## src/rtl/adc_trig_pkg.sv

```systemverilog
`timescale 1ns/1ps
package adc_trig_pkg;

    typedef enum logic {
        REG_TRIG = 1'b0,
        REG_PDIS = 1'b1
    } reg_addr_e;

    typedef enum logic [2:0] {
        TRG_FREE = 3'd0,
        TRG_ACMP = 3'd1,
        TRG_EXT0 = 3'd2,
        TRG_CMPA = 3'd3,
        TRG_OVF  = 3'd4,
        TRG_CMPB = 3'd5,
        TRG_PCHG = 3'd6,
        TRG_NONE = 3'd7
    } trig_src_e;

endpackage

```

## src/rtl/adc_trig_regs.sv

```systemverilog
`timescale 1ns/1ps
module adc_trig_regs
    import adc_trig_pkg::*;
#(
    parameter int SEL_W  = 3,
    parameter int PIN_W  = 6,
    parameter int DATA_W = 8
) (
    input  logic              clk,
    input  logic              rst_n,
    input  logic              wr_en,
    input  logic              addr,
    input  logic [DATA_W-1:0] wdata,
    output logic [DATA_W-1:0] rdata,
    output logic [SEL_W-1:0]  sel,
    output logic [PIN_W-1:0]  dis
);
    localparam logic [DATA_W-1:0] TRIG_MASK = DATA_W'((1 << SEL_W) - 1);
    localparam logic [DATA_W-1:0] PDIS_MASK = DATA_W'((1 << PIN_W) - 1);

    typedef struct packed {
        logic [DATA_W-1:0] trig;
        logic [DATA_W-1:0] pdis;
    } regs_t;

    regs_t r_d, r_q;

    // next-state: only implemented bits are stored, the rest stay zero
    always_comb begin
        r_d = r_q;
        if (wr_en) begin
            case (reg_addr_e'(addr))
                REG_TRIG: r_d.trig = wdata & TRIG_MASK;
                REG_PDIS: r_d.pdis = wdata & PDIS_MASK;
                default:  r_d = r_q;
            endcase
        end
    end

    always_ff @(posedge clk or negedge rst_n) begin
        if (!rst_n) r_q <= '0;
        else        r_q <= r_d;
    end

    always_comb begin
        case (reg_addr_e'(addr))
            REG_TRIG: rdata = r_q.trig;
            REG_PDIS: rdata = r_q.pdis;
            default:  rdata = '0;
        endcase
    end

    assign sel = r_q.trig[SEL_W-1:0];
    assign dis = r_q.pdis[PIN_W-1:0];
endmodule

```

## src/rtl/adc_trig_srcmux.sv

```systemverilog
`timescale 1ns/1ps
module adc_trig_srcmux #(
    parameter int SEL_W = 3,
    localparam int NUM_SRC   = 1 << SEL_W,
    localparam int NUM_FLAGS = NUM_SRC - 2
) (
    input  logic [SEL_W-1:0]     sel,
    input  logic [NUM_FLAGS-1:0] flags,
    output logic                 mux_out
);
    logic [NUM_SRC-1:0] src_vec;

    // slot 0 is free-running (held low), last slot is tied low
    generate
        for (genvar k = 0; k < NUM_SRC; k++) begin : g_src
            if (k == 0 || k > NUM_FLAGS) begin : g_zero
                assign src_vec[k] = 1'b0;
            end else begin : g_flag
                assign src_vec[k] = flags[k-1];
            end
        end
    endgenerate

    assign mux_out = src_vec[sel];
endmodule

```

## src/rtl/adc_trig_start.sv

```systemverilog
`timescale 1ns/1ps
module adc_trig_start #(
    parameter int SEL_W = 3
) (
    input  logic             clk,
    input  logic             rst_n,
    input  logic [SEL_W-1:0] sel,
    input  logic             mux_in,
    input  logic             auto_en,
    input  logic             conv_en,
    input  logic             conv_busy,
    input  logic             conv_done,
    output logic             start
);
    typedef struct packed {
        logic prev;
        logic start;
    } st_t;

    st_t  s_d, s_q;
    logic rise;
    logic free_run;
    logic req;

    always_comb begin
        rise       = mux_in & ~s_q.prev;
        free_run   = (sel == '0) & conv_done;
        req        = auto_en & (rise | free_run);
        s_d.prev   = mux_in;
        s_d.start  = req & conv_en & ~conv_busy;
    end

    always_ff @(posedge clk or negedge rst_n) begin
        if (!rst_n) s_q <= '0;
        else        s_q <= s_d;
    end

    assign start = s_q.start;
endmodule

```

## src/rtl/adc_trig_pinmask.sv

```systemverilog
`timescale 1ns/1ps
module adc_trig_pinmask #(
    parameter int PIN_W = 6
) (
    input  logic [PIN_W-1:0] pin_raw,
    input  logic [PIN_W-1:0] dis,
    output logic [PIN_W-1:0] pin_rd
);
    generate
        for (genvar i = 0; i < PIN_W; i++) begin : g_pin
            assign pin_rd[i] = pin_raw[i] & ~dis[i];
        end
    endgenerate
endmodule

```

## src/rtl/adc_trig_sel.sv

```systemverilog
`timescale 1ns/1ps
module adc_trig_sel #(
    parameter int SEL_W  = 3,
    parameter int PIN_W  = 6,
    parameter int DATA_W = 8,
    localparam int NUM_FLAGS = (1 << SEL_W) - 2
) (
    input  logic                 clk,
    input  logic                 rst_n,
    input  logic                 reg_wr_en,
    input  logic                 reg_addr,
    input  logic [DATA_W-1:0]    reg_wdata,
    output logic [DATA_W-1:0]    reg_rdata,
    input  logic [NUM_FLAGS-1:0] trig_flags,
    input  logic                 auto_en,
    input  logic                 conv_en,
    input  logic                 conv_busy,
    input  logic                 conv_done,
    input  logic [PIN_W-1:0]     pin_raw,
    output logic [PIN_W-1:0]     pin_rd,
    output logic                 start_conv
);
    logic [SEL_W-1:0] trig_sel;
    logic [PIN_W-1:0] pin_dis;
    logic             mux_val;

    adc_trig_regs #(.SEL_W(SEL_W), .PIN_W(PIN_W), .DATA_W(DATA_W)) i_regs (
        .clk   (clk),
        .rst_n (rst_n),
        .wr_en (reg_wr_en),
        .addr  (reg_addr),
        .wdata (reg_wdata),
        .rdata (reg_rdata),
        .sel   (trig_sel),
        .dis   (pin_dis)
    );

    adc_trig_srcmux #(.SEL_W(SEL_W)) i_mux (
        .sel     (trig_sel),
        .flags   (trig_flags),
        .mux_out (mux_val)
    );

    adc_trig_start #(.SEL_W(SEL_W)) i_start (
        .clk       (clk),
        .rst_n     (rst_n),
        .sel       (trig_sel),
        .mux_in    (mux_val),
        .auto_en   (auto_en),
        .conv_en   (conv_en),
        .conv_busy (conv_busy),
        .conv_done (conv_done),
        .start     (start_conv)
    );

    adc_trig_pinmask #(.PIN_W(PIN_W)) i_pins (
        .pin_raw (pin_raw),
        .dis     (pin_dis),
        .pin_rd  (pin_rd)
    );
endmodule

```

## config.mk

```make
export PLATFORM = sky130hd
export DESIGN_NAME = adc_trig_sel
export DESIGN_NICKNAME = d
export VERILOG_FILES = /design/src/rtl/adc_trig_pkg.sv /design/src/rtl/adc_trig_regs.sv /design/src/rtl/adc_trig_srcmux.sv /design/src/rtl/adc_trig_start.sv /design/src/rtl/adc_trig_pinmask.sv /design/src/rtl/adc_trig_sel.sv
export SDC_FILE = /design/constraint.sdc
export NUM_CORES = 1
export LEC_CHECK = 0
export BUFFER_PORTS_ARGS = -buffer_cell sky130_fd_sc_hd__clkbuf_2
export CAP_MARGIN = 20
export CORE_MARGIN = 10
export CORE_UTILIZATION = 39
export DETAILED_ROUTE_END_ITERATION = 10
export PLACE_DENSITY = 0.77
export SLEW_MARGIN = 20
export SYNTH_ARGS = -nofsm -noshare
export SYNTH_HDL_FRONTEND = slang
export SYNTH_SLANG_ARGS = --single-unit
```

## constraint.sdc

```tcl
create_clock -name clk -period 1.9 [get_ports clk]
set_input_delay 0.095 -clock clk [delete_from_list [all_inputs] [get_ports clk]]
set_output_delay 0.095 -clock clk [all_outputs]
set_load 0.005 [all_outputs]
```

* Word level (Yosys, flattened, before mapping)
Cells that the tools add are included.
Widths: inputs -> output; s select.
** Storage, ports and cells
- Input bits :: 28
- Logic and storage cells :: 32
- Output and inout port bits :: 15
- Register bits :: 11
** Cells by class
- Mux-type cells :: 3
- Reductions and logical operators :: 3
- Bitwise gates (word level) :: 21
- Order comparisons :: 1
** Operators by type and width (number)
- $pmux 8 s2 :: 1
- $and 1x1->1 :: 11
- $not 1->1 :: 9
- $lt 3x4->1 const B :: 1
- $reduce_and 2->1 :: 2
- $bmux 1 s3 :: 1
- $logic_not 3->1 :: 1
- $mux 1 :: 1
- $or 1x1->1 :: 1

* Longest topological paths before layout
- Depth after elaboration :: 7
- Mapped depth :: 4

* Modules after synthesis
Synthesis repeated with hierarchy kept, for this count alone.
** Unflattened totals
- Cells, all modules :: 47
- Area, all modules :: 699.4 um^2
** By module, submodules not included
- adc_trig_regs :: instances 1, area an instance 471.7 um^2, cells each 30, seq. area each 225.2 um^2
- adc_trig_pinmask :: instances 1, area an instance 82.6 um^2, cells each 6, seq. area each 0.0 um^2
- adc_trig_start :: instances 1, area an instance 82.6 um^2, cells each 6, seq. area each 50.0 um^2
- adc_trig_srcmux :: instances 1, area an instance 62.6 um^2, cells each 5, seq. area each 0.0 um^2

* Worst setup path before layout
No wires, ideal clock.
- Kind :: register to register
- Start :: register i_regs.r_q (netlist bit i_regs.sel[1])
- End :: register i_start.s_q (netlist bit i_start.start)
- Cell stages (with the launch flop) :: 5
- Path buffers :: 1
- Path slack :: 505 ps
- Data arrival time :: 1321 ps
- Path through :: dfrtp_1 buf_6 or4b_1 or3_1 o21ai_2
** RTL lines
- start, declared :: line adc_trig_regs.sv:26 : regs_t r_d, r_q;
- start signal, assigned :: line adc_trig_regs.sv:42 : else r_q <= r_d;
- end signal, assigned :: line adc_trig_start.sv:34 : if (!rst_n) s_q <= '0;
- end signal, assigned :: line adc_trig_start.sv:35 : else s_q <= s_d;
- end, declared :: line adc_trig_start.sv:20 : st_t s_d, s_q;

==> results_dict.tcl <==
set metrics [dict create \
    status "completed" \
    p_total_w 0.000608 \
    insertion_delay_ps 260 \
    synth_top_flop_cell "dfrtp_1" \
    finClkSkew_ps 0.406 \
    power_density_mw_per_mm2 738 \
    yosysMostFrequentCell "mux2_2" \
    synthXorXnorAreaFrac_pct 0 \
    synth_common_cells "mux2_2 (12), dfrtp_1 (11), nor2b_1 (7), and2_1 (3), nand2_1 (3)" \
    synth_edf_count 0 \
    clock_sinks 11 \
    synth_area_leaders "dfrtp_1 (46%), mux2_2 (22%), nor2b_1 (7.2%)" \
    io_buffers 38 \
    holdBufCountCts 1 \
    cp.arrival_ps 1670 \
    r2r_cells 3 \
    post-cts-setup-buffers 0 \
    cts_tree "yes" \
    min_period_ps 1480 \
    nFillCells 131 \
    slew_violations 0 \
    core.rowCount 14 \
    num_antenna_cells 0 \
    coreArea_mm2 0.00149 \
    crit_type "flop to flop" \
    drtIter0Drc 7 \
    synth_cell_types 16 \
    syn_to_final_growth_pct 36.4 \
    synth_area_um2 604 \
    synth_top_family_by_area "multiplexers" \
    antenna_left 0 \
    r2r_end "i_start.start" \
    htree_levels 1 \
    synthAdderAreaFrac_pct 0 \
    leakagePower_nw 0.430 \
    maxCapViolCount 0 \
    synth_compound_area_share_pct 1.45 \
    met1_length_um 551 \
    endpoint "i_start.start" \
    cp.required_ps 2090 \
    top_layer_used "met4" \
    hold_viol_final 0 \
    grt_max_degree 12 \
    syn_area_per_cell_um2 12.1 \
    grt_pass1_wl_um 2300 \
    reg2reg_slack_ps 420 \
    gr-total-overflow 0 \
    met2_length_um 843 \
    pre_cts_ws_ps 437 \
    die_w_um 59.4 \
    cts_buffer_depth 2 \
    synth_seq_area_share_pct 45.5 \
    r2r_start "i_regs.sel[1]" \
    synthSimpleGateAreaFrac_pct 17.4 \
    stdcell_count 106 \
    worstHoldPathType "input pin to flop" \
    die_h_um 59.4 \
    first_pass_iters 2 \
    vias_per_cell 4.72 \
    synth-seq-cells 11 \
    worstSetupStartpoint "i_regs.sel[1]" \
    yosys.area.top_type "dfrtp_1" \
    grt_util_all_layers_pct 8.54 \
    period_share_pct 77.9 \
    ios 43 \
    fin_tns_setup_ps 0 \
    ys_warn_count 0 \
    dp_cells 101 \
    drive_gt1_share_pct 62.2 \
    max_freq_mhz 676 \
    holdWs_ps 62.9 \
    routed_wirelength_um 1510 \
    synth_top_cell_area_share_pct 45.5 \
    dp_hpwl_um 1330 \
    path_clk_slew_ps 70 \
    gp_congestion 0.683 \
    end_kind "flop" \
    synth_mux_area_share_pct 29.4 \
    irDropWorstVdd_mv 0.578 \
    rsz0062_at_grt "no" \
    vias 500 \
    ctsRootBufferMaster "clkbuf_4" \
    setup_viol 0 \
    cts_resized 0 \
    layout.nets 119 \
    cts_buffers 3 \
    antenna_found_initial 0 \
    worst_slack_ps 420 \
    synth_cells 50 \
    grt_pass1_vias 536 \
    wl_per_cell_um 14.2 \
    critPathMaxFanout 7 \
    start_util_pct 40.6 \
    die_area_mm2 0.00352 \
    wl_met3_um 100 \
    ys_async_sr_fraction_pct 100 \
    drc 0 \
    start_kind "flop" \
]
[area by class of cell]
| type | count | area [um2] | area share [%] |
|---|---|---|---|
| Tap cell | 16 | 20.0 | 2.43 |
| Multi-Input combinational cell | 35 | 299 | 36.3 |
| Sequential cell | 11 | 275 | 33.4 |
| Timing Repair Buffer | 39 | 200 | 24.3 |
| Inverter | 1 | 3.75 | 0.455 |
| Clock buffer | 4 | 26.3 | 3.19 |
[how the worst min path moves through the flow]
stage	start	endpoint	slack, ps	depth (start not counted)
floorplan	rst_n	i_regs.dis[0]	-200	0
global placement	rst_n	i_regs.dis[4]	-20	1
detailed placement	rst_n	i_regs.dis[4]	-20	1
CTS	reg_wdata[3]	i_regs.dis[3]	60	2
global route	reg_wdata[4]	i_regs.dis[4]	70	2
finish	reg_wdata[3]	i_regs.dis[3]	60	2
[registers in the layout, indices dropped and copies added (netlist names)]
register / count
i_start.s_q: 1
i_regs.sel: 3
i_regs.dis: 6
i_start.start: 1
[cells by family (layout without fill, tap and decap cells)]
kind of cell	Yosys count	count (layout)
and+or+nand+nor	17	17
buffers and inverters	5	44
AOI/OAI and AO/OA	1	1
muxes	15	15
DFF	11	11
other	1	2
[placed cells by master (no fill, tap or decap)]
cell type,instances
and2_1,3
clkbuf_1,1
clkbuf_2,38
clkbuf_4,3
conb_1,2
dfrtp_1,11
dlygate4sd3_1,1
inv_1,1
mux2_2,12
mux2i_1,2
mux4_2,1
nand2_1,3
nand2b_2,1
nor2b_1,7
o21ai_2,1
or3_1,2
or4b_1,1
[worst max-delay path, stage by stage (launching register included)]
cell,delay (ps)
dfrtp_1,470
or4b_1,550
or3_1,340
o21ai_2,60
[metal layers]
layer | up-vias | GRT usage (%)
met5 | - | 0
met4 | 0 | 3.93
met3 | 2 | 3.43
met2 | 14 | 15.2
met1 | 237 | 8.37
li1 | 247 | -
[metrics by stage]
step / cell area, um2 / util (%)
5_1_grt: 825 / 55.4
3_5_place_dp: 788 / 52.9
6_report: 825 / 55.4
2_1_floorplan: 608 / -
3_3_place_gp: 788 / 52.9
4_1_cts: 825 / 55.4
[power breakdown]
part	total [W]	switching, W	internal, W
sequential	0.000298	0.0000287	0.000269
clock	0.000156	0.0000746	0.0000811
combinational	0.000155	0.0000568	0.0000980
total	0.000608	0.000160	0.000448
No activity file was read; power rests on OpenSTA's default activity.
